--- src/rtl/rbs_pkg.sv ---
package rbs_pkg;
    localparam int unsigned DATA_W   = 8;
    localparam int unsigned POLL_BIT = 7;
    localparam int unsigned TOG_BIT  = 6;

    typedef enum logic [0:0] {
        ST_IDLE = 1'b0,
        ST_BUSY = 1'b1
    } rbs_state_e;
endpackage

--- src/rtl/rbs_strobe.sv ---
module rbs_strobe (
    input  logic clk_i,
    input  logic rst_n_i,
    input  logic ce_n_i,
    input  logic oe_n_i,
    input  logic we_n_i,
    output logic rd_act_o,
    output logic rd_start_o
);
    logic rd_prev_q;

    assign rd_act_o   = !ce_n_i && !oe_n_i && we_n_i;
    assign rd_start_o = rd_act_o && !rd_prev_q;

    always_ff @(posedge clk_i) begin
        if (!rst_n_i) rd_prev_q <= 1'b0;
        else          rd_prev_q <= rd_act_o;
    end
endmodule

--- src/rtl/rbs_toggle.sv ---
module rbs_toggle (
    input  logic clk_i,
    input  logic rst_n_i,
    input  logic clr_i,
    input  logic adv_i,
    output logic tog_nx_o,
    output logic tog_q_o
);
    logic base;

    always_comb begin
        base     = clr_i ? 1'b0 : tog_q_o;
        tog_nx_o = adv_i ? ~base : base;
    end

    always_ff @(posedge clk_i) begin
        if (!rst_n_i) tog_q_o <= 1'b0;
        else          tog_q_o <= tog_nx_o;
    end


    tog_adv_chk: assert property (@(posedge clk_i) disable iff (!rst_n_i)
        (adv_i && !clr_i) |=> (tog_q_o != $past(tog_q_o)));


    tog_hold_chk: assert property (@(posedge clk_i) disable iff (!rst_n_i)
        (!adv_i && !clr_i) |=> $stable(tog_q_o));


    tog_clr_chk: assert property (@(posedge clk_i) disable iff (!rst_n_i)
        (clr_i && !adv_i) |=> !tog_q_o);
endmodule

--- src/rtl/poll_status_rd.sv ---
module poll_status_rd
    import rbs_pkg::*;
#(
    parameter int unsigned ADDR_W = 17
) (
    input  logic              clk_i,
    input  logic              rst_n_i,
    input  logic              busy_i,
    input  logic              ce_n_i,
    input  logic              oe_n_i,
    input  logic              we_n_i,
    input  logic [ADDR_W-1:0] rd_addr_i,
    input  logic [DATA_W-1:0] arr_i,
    input  logic [ADDR_W-1:0] wr_addr_i,
    input  logic [DATA_W-1:0] wr_data_i,
    output logic [DATA_W-1:0] dq_o,
    output logic              dq_oe_o
);
    rbs_state_e        state_q, state_d;
    logic              rd_act, rd_start;
    logic              enter_busy;
    logic              tog_nx, tog_q;
    logic              addr_hit;
    logic [DATA_W-1:0] status_word;

    rbs_strobe u_strobe (
        .clk_i      (clk_i),
        .rst_n_i    (rst_n_i),
        .ce_n_i     (ce_n_i),
        .oe_n_i     (oe_n_i),
        .we_n_i     (we_n_i),
        .rd_act_o   (rd_act),
        .rd_start_o (rd_start)
    );

    assign enter_busy = (state_q == ST_IDLE) && busy_i;

    rbs_toggle u_toggle (
        .clk_i    (clk_i),
        .rst_n_i  (rst_n_i),
        .clr_i    (enter_busy),
        .adv_i    (rd_start && busy_i),
        .tog_nx_o (tog_nx),
        .tog_q_o  (tog_q)
    );

    // State transitions: T_START and T_DONE
    always_comb begin
        state_d = state_q;
        unique case (state_q)
            ST_IDLE: if (busy_i)  state_d = ST_BUSY;
            ST_BUSY: if (!busy_i) state_d = ST_IDLE;
            default: state_d = ST_IDLE;
        endcase
    end

    always_ff @(posedge clk_i) begin
        if (!rst_n_i) state_q <= ST_IDLE;
        else          state_q <= state_d;
    end

    assign addr_hit = (rd_addr_i == wr_addr_i);

    always_comb begin
        status_word           = arr_i;
        status_word[POLL_BIT] = addr_hit ? ~wr_data_i[POLL_BIT] : arr_i[POLL_BIT];
        status_word[TOG_BIT]  = tog_nx;
    end

    // Output register
    always_ff @(posedge clk_i) begin
        if (!rst_n_i) begin
            dq_o    <= '0;
            dq_oe_o <= 1'b0;
        end else if (!rd_act) begin
            dq_o    <= '0;
            dq_oe_o <= 1'b0;
        end else begin
            dq_oe_o <= 1'b1;
            dq_o    <= busy_i ? status_word : arr_i;
        end
    end


    rd_off_chk: assert property (@(posedge clk_i) disable iff (!rst_n_i)
        !rd_act |=> (!dq_oe_o && dq_o == '0));


    rd_on_chk: assert property (@(posedge clk_i) disable iff (!rst_n_i)
        rd_act |=> dq_oe_o);


    idle_pass_chk: assert property (@(posedge clk_i) disable iff (!rst_n_i)
        (rd_act && !busy_i) |=> (dq_o == $past(arr_i)));


    poll_inv_chk: assert property (@(posedge clk_i) disable iff (!rst_n_i)
        (rd_act && busy_i && rd_addr_i == wr_addr_i) |=> (dq_o[POLL_BIT] != $past(wr_data_i[POLL_BIT])));


    low_bits_chk: assert property (@(posedge clk_i) disable iff (!rst_n_i)
        rd_act |=> (dq_o[5:0] == $past(arr_i[5:0])));


    busy_enter_chk: assert property (@(posedge clk_i) disable iff (!rst_n_i)
        (state_q == ST_IDLE && busy_i) |=> (state_q == ST_BUSY));
endmodule

--- config.mk ---
export PLATFORM = sky130hd
export DESIGN_NAME = poll_status_rd
export DESIGN_NICKNAME = d
export VERILOG_FILES = /design/src/rtl/rbs_pkg.sv /design/src/rtl/rbs_strobe.sv /design/src/rtl/rbs_toggle.sv /design/src/rtl/poll_status_rd.sv
export SDC_FILE = /design/constraint.sdc
export NUM_CORES = 1
export LEC_CHECK = 0
export BUFFER_PORTS_ARGS = -buffer_cell sky130_fd_sc_hd__buf_4
export CORE_UTILIZATION = 35
export CTS_BUF_LIST = sky130_fd_sc_hd__clkbuf_8
export DETAILED_ROUTE_END_ITERATION = 8
export PLACE_DENSITY_LB_ADDON = 0.2
export SLEW_MARGIN = 5
export SYNTH_ARGS = -nofsm -noshare
export SYNTH_HDL_FRONTEND = slang
export SYNTH_HIERARCHICAL = 1
export SYNTH_SLANG_ARGS = --single-unit
--- constraint.sdc ---
create_clock -name clk_i -period 1.39 [get_ports clk_i]
set_clock_uncertainty 0.1 [all_clocks]
set_input_delay 0.139 -clock clk_i [delete_from_list [all_inputs] [get_ports clk_i]]
set_output_delay 0.139 -clock clk_i [all_outputs]
set_load 0.01 [all_outputs]
Yosys cells after proc, flatten, opt, wreduce, memory -nomap -nowiden. Cells that the tools add are included.

Equality and inequality tests: 1. Multiplexer cells: 6. Bitwise logic cells: 3. Reductions and logical operators: 9.

Operators with widths (number): $eq A17 B17 Y1 (1); $mux W8 (1); $logic_and A1 B1 Y1 (5); $mux W1 (5); $logic_not A1 Y1 (3); $not A1 Y1 (3); $reduce_and A2 Y1 (1).

Bits in registers: 12. Input bits: 56. Output and inout bits: 9. Logic and storage cells: 24.

Longest topological paths before layout.
Depth after elaboration: 7. Gate-level depth with buffers: 5. Gate-level depth less buffers: 5.

Hierarchy. The synthesis kept the hierarchy.

By module, submodules not included: poll_status_rd (instances 1, cells an instance 48, area an instance 504.2 sq um, seq. area each 200.2 sq um); rbs_toggle (instances 1, cells an instance 6, area an instance 62.6 sq um, seq. area each 20.0 sq um); rbs_strobe (instances 1, cells an instance 4, area an instance 55.1 sq um, seq. area each 20.0 sq um).

Worst setup path before layout. No wires, ideal clock.

Path type: input-to-reg. From: input wr_addr_i[7]. To: register dq_o[7]. Library setup time: 0.128 ns. Data arrival time: 0.955 ns. Required time: 1.162 ns. Path slack: 0.207 ns. Cell stages on the path: 5. Buffers on the path: 0. Cells stage by stage: xor2_1 -> nor4_2 -> nand3_1 -> o211ai_1 -> o41ai_2.

Cells in the longest elaborated chain, start to end: 3.

RTL lines: start, declared (RTL line poll_status_rd.sv:14) `input logic [ADDR_W-1:0] wr_addr_i,`; $eq A17 B17 Y1 (RTL line poll_status_rd.sv:62) `assign addr_hit = (rd_addr_i == wr_addr_i);`; $mux W1 (RTL line poll_status_rd.sv:66) `status_word[POLL_BIT] = addr_hit ? ~wr_data_i[POLL_BIT] : arr_i[POLL_BIT];`; $mux W8 (RTL line poll_status_rd.sv:80) `dq_o <= busy_i ? status_word : arr_i;`; end signal, assigned (RTL line poll_status_rd.sv:80); end, declared (RTL line poll_status_rd.sv:16) `output logic [DATA_W-1:0] dq_o,`.

No other way between the ends. A chain may end at the register's enable or synchronous reset.

Worst setup path in the final report.
From: register u_strobe.rd_prev_q. To: register dq_o[6].

Cells in the longest elaborated chain, start to end: 5.

RTL lines: start, declared (RTL line rbs_strobe.sv:10) `logic rd_prev_q;`; start signal, assigned (RTL line rbs_strobe.sv:17) `else rd_prev_q <= rd_act_o;`; $logic_not A1 Y1 (RTL line rbs_strobe.sv:13) `assign rd_start_o = rd_act_o && !rd_prev_q;`; $logic_and A1 B1 Y1 (RTL line rbs_strobe.sv:13); net rd_start (RTL line poll_status_rd.sv:20) `logic rd_act, rd_start;`; $logic_and A1 B1 Y1 (RTL line poll_status_rd.sv:42) `.adv_i (rd_start && busy_i),`; $mux W1 (RTL line rbs_toggle.sv:13) `tog_nx_o = adv_i ? ~base : base;`; net tog_nx (RTL line poll_status_rd.sv:22) `logic tog_nx, tog_q;`; $mux W8 (RTL line poll_status_rd.sv:80).

The timed path passes the listed nets, and every way through them passes these cells.

==> impl_metrics.py <==
metrics = {
    "run_status": {
        "outcome": "complete, but fails checks",
        "violations": "design-rule violations",
    },
    "timing": {
        "holdWs_ps": 47.06,
        "worst_pin_slew_ps": 321.3,
        "finalCritPeriodShare_pct": 87.85,
        "worst_slack_ps": 168.9,
        "slew_viol_final": 0,
        "setup_viol": 0,
        "rsz0062_at_grt": "no",
        "post-route-min-period_ps": 1221,
        "slew_headroom_pct": 78.53,
        "fmax_mhz": 818.9,
        "hold_viol": 0,
    },
    "critical_path": {
        "r2r-end": "dq_o[6]$_SDFF_PN0_",
        "crit_path_end": "dq_o[6]$_SDFF_PN0_",
        "worst_path_largest_cell_delay_ps": 300,
        "crit_start": "u_strobe/rd_prev_q$_SDFF_PN0_",
        "cp.required_ps": 1420,
        "rrSetupSlack_ps": 170,
        "crit_fanout": 3,
        "critical-path-slowest-cell": "dfxtp_1",
        "critical_path.cell_chain": "nor4b_2 -> and2_1 -> xnor2_1 -> mux2i_1 -> nor2_1",
        "end_kind": "flip-flop",
        "arrival_ps": 1250,
        "cp-start-kind": "flip-flop",
        "ff2ff_path_depth": 5,
        "critical_path_class": "flip-flop to flip-flop",
        "r2r-start": "u_strobe/rd_prev_q$_SDFF_PN0_",
    },
    "place": {
        "place_area_um2": 1085,
        "dp_worst_setup_slack_ps": -73.04,
        "gp_congestion": 0.6405,
        "port_buffers": 57,
        "place_hpwl_um": 1306,
    },
    "synthesis": {
        "ys_top_cells_by_count": "16 x xor2_1, 12 x dfxtp_1, 6 x and3_1",
        "yosysMostFrequentCell": "xor2_1",
        "synth_ff_type": "dfxtp_1",
        "syn_nets": 114,
        "yosysSeqAreaShare_pct": 38.63,
        "ys_warn_count": 6,
        "ys_ff_latch": 12,
        "netlist_area_um2": 621.8,
        "netlist.area_leader.share_pct": 38.63,
        "synth_edf_count": 0,
        "synth_cell_types": 20,
        "ys_top_cells_by_area": "dfxtp_1 39%, xor2_1 23%, and3_1 6.0%, nor4_2 6.0%, mux2i_1 3.2%",
        "avgSynthCellArea_um2": 10.72,
        "async_flop_share_pct": 0,
        "postSynthCellCount": 58,
        "yosys.area.top_type": "dfxtp_1",
    },
    "final_layout": {
        "synthToLayoutAreaGrowth_pct": 84.91,
        "regArea_um2": 240.2,
        "fill_cells": 117,
        "design_area_um2": 1150,
        "insertedDiodeCount": 0,
        "multiInputGateArea_um2": 377.9,
        "nets": 179,
        "drive_above_1_share_pct": 57.38,
    },
    "clocking": {
        "clkSinkCount": 12,
        "cts_buffers": 3,
        "clk_pin_slew_worst_paths_ps": 50,
        "clock_latency_ps": 230,
        "cts_tree": "yes",
        "max-clock-path-buffers": 2,
        "cts_resized": 0,
        "root_buffer": "clkbuf_8",
        "htreeDepth": 1,
    },
    "floorplanning": {
        "pin_count": 65,
        "die_w_um": 44.15,
        "die-area_um2": 1949,
        "dieHeight_um": 44.15,
        "placementRows": 14,
        "core_um2": 1577,
        "initial_utilization_pct": 39.44,
    },
    "grt": {
        "grtUsageTotal_pct": 17.67,
        "grt_max_degree": 12,
        "antenna_found_initial": 0,
        "grt_pass1_wl_um": 2518,
        "grt.overflow.total": 0,
        "grt_pass1_vias": 682,
    },
    "detailed_routing": {
        "ant_nets": 0,
        "drt_iter0_markers": 14,
        "drc": 4,
        "drt-total-wl_um": 1544,
        "firstDrtPassIters": 6,
        "post_drt_wl_per_cell_um": 11.19,
        "vias_per_cell": 4.732,
        "via_count": 653,
    },
    "min_path": {
        "hold_class": "primary input to flip-flop",
    },
    "pwr": {
        "power.leakage_nw": 0.5924,
        "vdd_drop_max_mv": 0.3845,
        "power_density_nw_per_um2": 797.3,
    },
    "job": {
        "drv_cap": 0,
    },
}
-- cells by family (layout without fill, tap and decap cells) --
kind of cell | count (synthesis) | count (layout) | synth area share (%)
multiplexers | 2 | 2 | 3.219
flip-flops | 12 | 12 | 38.63
AND/OR/NAND/NOR | 23 | 23 | 28.37
XOR/XNOR | 18 | 18 | 25.35
buffers and inverters | 1 | 65 | 0.6030
AO/OA/AOI/OAI | 2 | 2 | 3.824
-- metal layers --
| metal | up-vias | global-route usage, % | share of wire, % |
|---|---|---|---|
| li1 | 329 | - | - |
| met1 | 283 | 16.58 | 33 |
| met2 | 39 | 34.12 | 56 |
| met3 | 2 | 4.490 | 10 |
| met4 | 0 | 9.697 | 0.84 |
| met5 | - | 0 | 0 |
-- how the worst min path moves through the flow --
stage                 startpoint                  to  slack [ps]  cells past startpoint
floorplan           wr_data_i[7]  dq_o[7]$_SDFF_PN0_         140                      1
global placement    wr_data_i[7]  dq_o[7]$_SDFF_PN0_         230                      2
detailed placement  wr_data_i[7]  dq_o[7]$_SDFF_PN0_         230                      2
CTS                     arr_i[3]  dq_o[3]$_SDFF_PN0_          50                      2
global route            arr_i[2]  dq_o[2]$_SDFF_PN0_          50                      2
finish                  arr_i[3]  dq_o[3]$_SDFF_PN0_          50                      2
-- registers in the layout (all words and copies together), names as in the netlist --
name,count
dq_o,8
dq_oe_o,1
state_q,1
u_strobe/rd_prev_q,1
u_toggle/tog_q_o,1
-- critical path: cells and delay by family (launching register included) --
family	cells	cell delay (ps)
DFF	1	300
muxes	1	160
and+or+nand+nor	3	470
xor gates and xnor gates	1	80
-- stage by stage --
| stage | setup TNS, ps | utilization [%] | total power (W) | std cells |
|---|---|---|---|---|
| detailed placement | -73.04 | 68.81 | 0.0005609 | 133 |
| CTS | 0 | 72.94 | 0.0009298 | 138 |
| finish | 0 | 72.94 | 0.0009168 | 138 |
| floorplan | 0 | - | 0.0004261 | 58 |
| global placement | 0 | 68.81 | 0.0005544 | 133 |
| global route | 0 | 72.94 | 0.0009640 | 138 |
-- repair_timing --
item / in CTS / in global routing
hold endpoints to repair: 1 / 0
setup endpoints to repair: 0 / 0
hold buffers: 1 / 0
buffers inserted: 0 / 0
-- power breakdown --
group | leakage, nW | total (W) | internal [W] | switching, W
Sequential | 0.0975 | 0.000355 | 0.000352 | 0.00000255
Combinational | 0.466 | 0.000200 | 0.000132 | 0.0000675
Clock | 0.0288 | 0.000362 | 0.000249 | 0.000113
Total | 0.592 | 0.000917 | 0.000733 | 0.000184
-- cell type report --
type	count	area share [%]
well taps	16	1.741
inverters	1	0.3264
repair buffers	60	39.39
multi-input cells	45	32.86
flip-flops and latches	12	20.89
clock buffers	4	4.788
-- placed cells by master (no fill, tap or decap), drive strengths merged --
master | Yosys | final
nand3 | 2 | 2
o211ai | 1 | 1
xnor2 | 2 | 2
nand2b | 2 | 2
nor4 | 4 | 4
nor2 | 1 | 1
nor4b | 1 | 1
and2 | 2 | 2
and3 | 6 | 6
nor3b | 1 | 1
nand2 | 2 | 2
clkbuf | 0 | 4
nor2b | 1 | 1
xor2 | 16 | 16
o41ai | 1 | 1
inv | 1 | 1
and4bb | 1 | 1
dlygate4sd3 | 0 | 1
mux2i | 2 | 2
dfxtp | 12 | 12
buf | 0 | 59
Note: power is estimated with default switching activity, not from simulation.
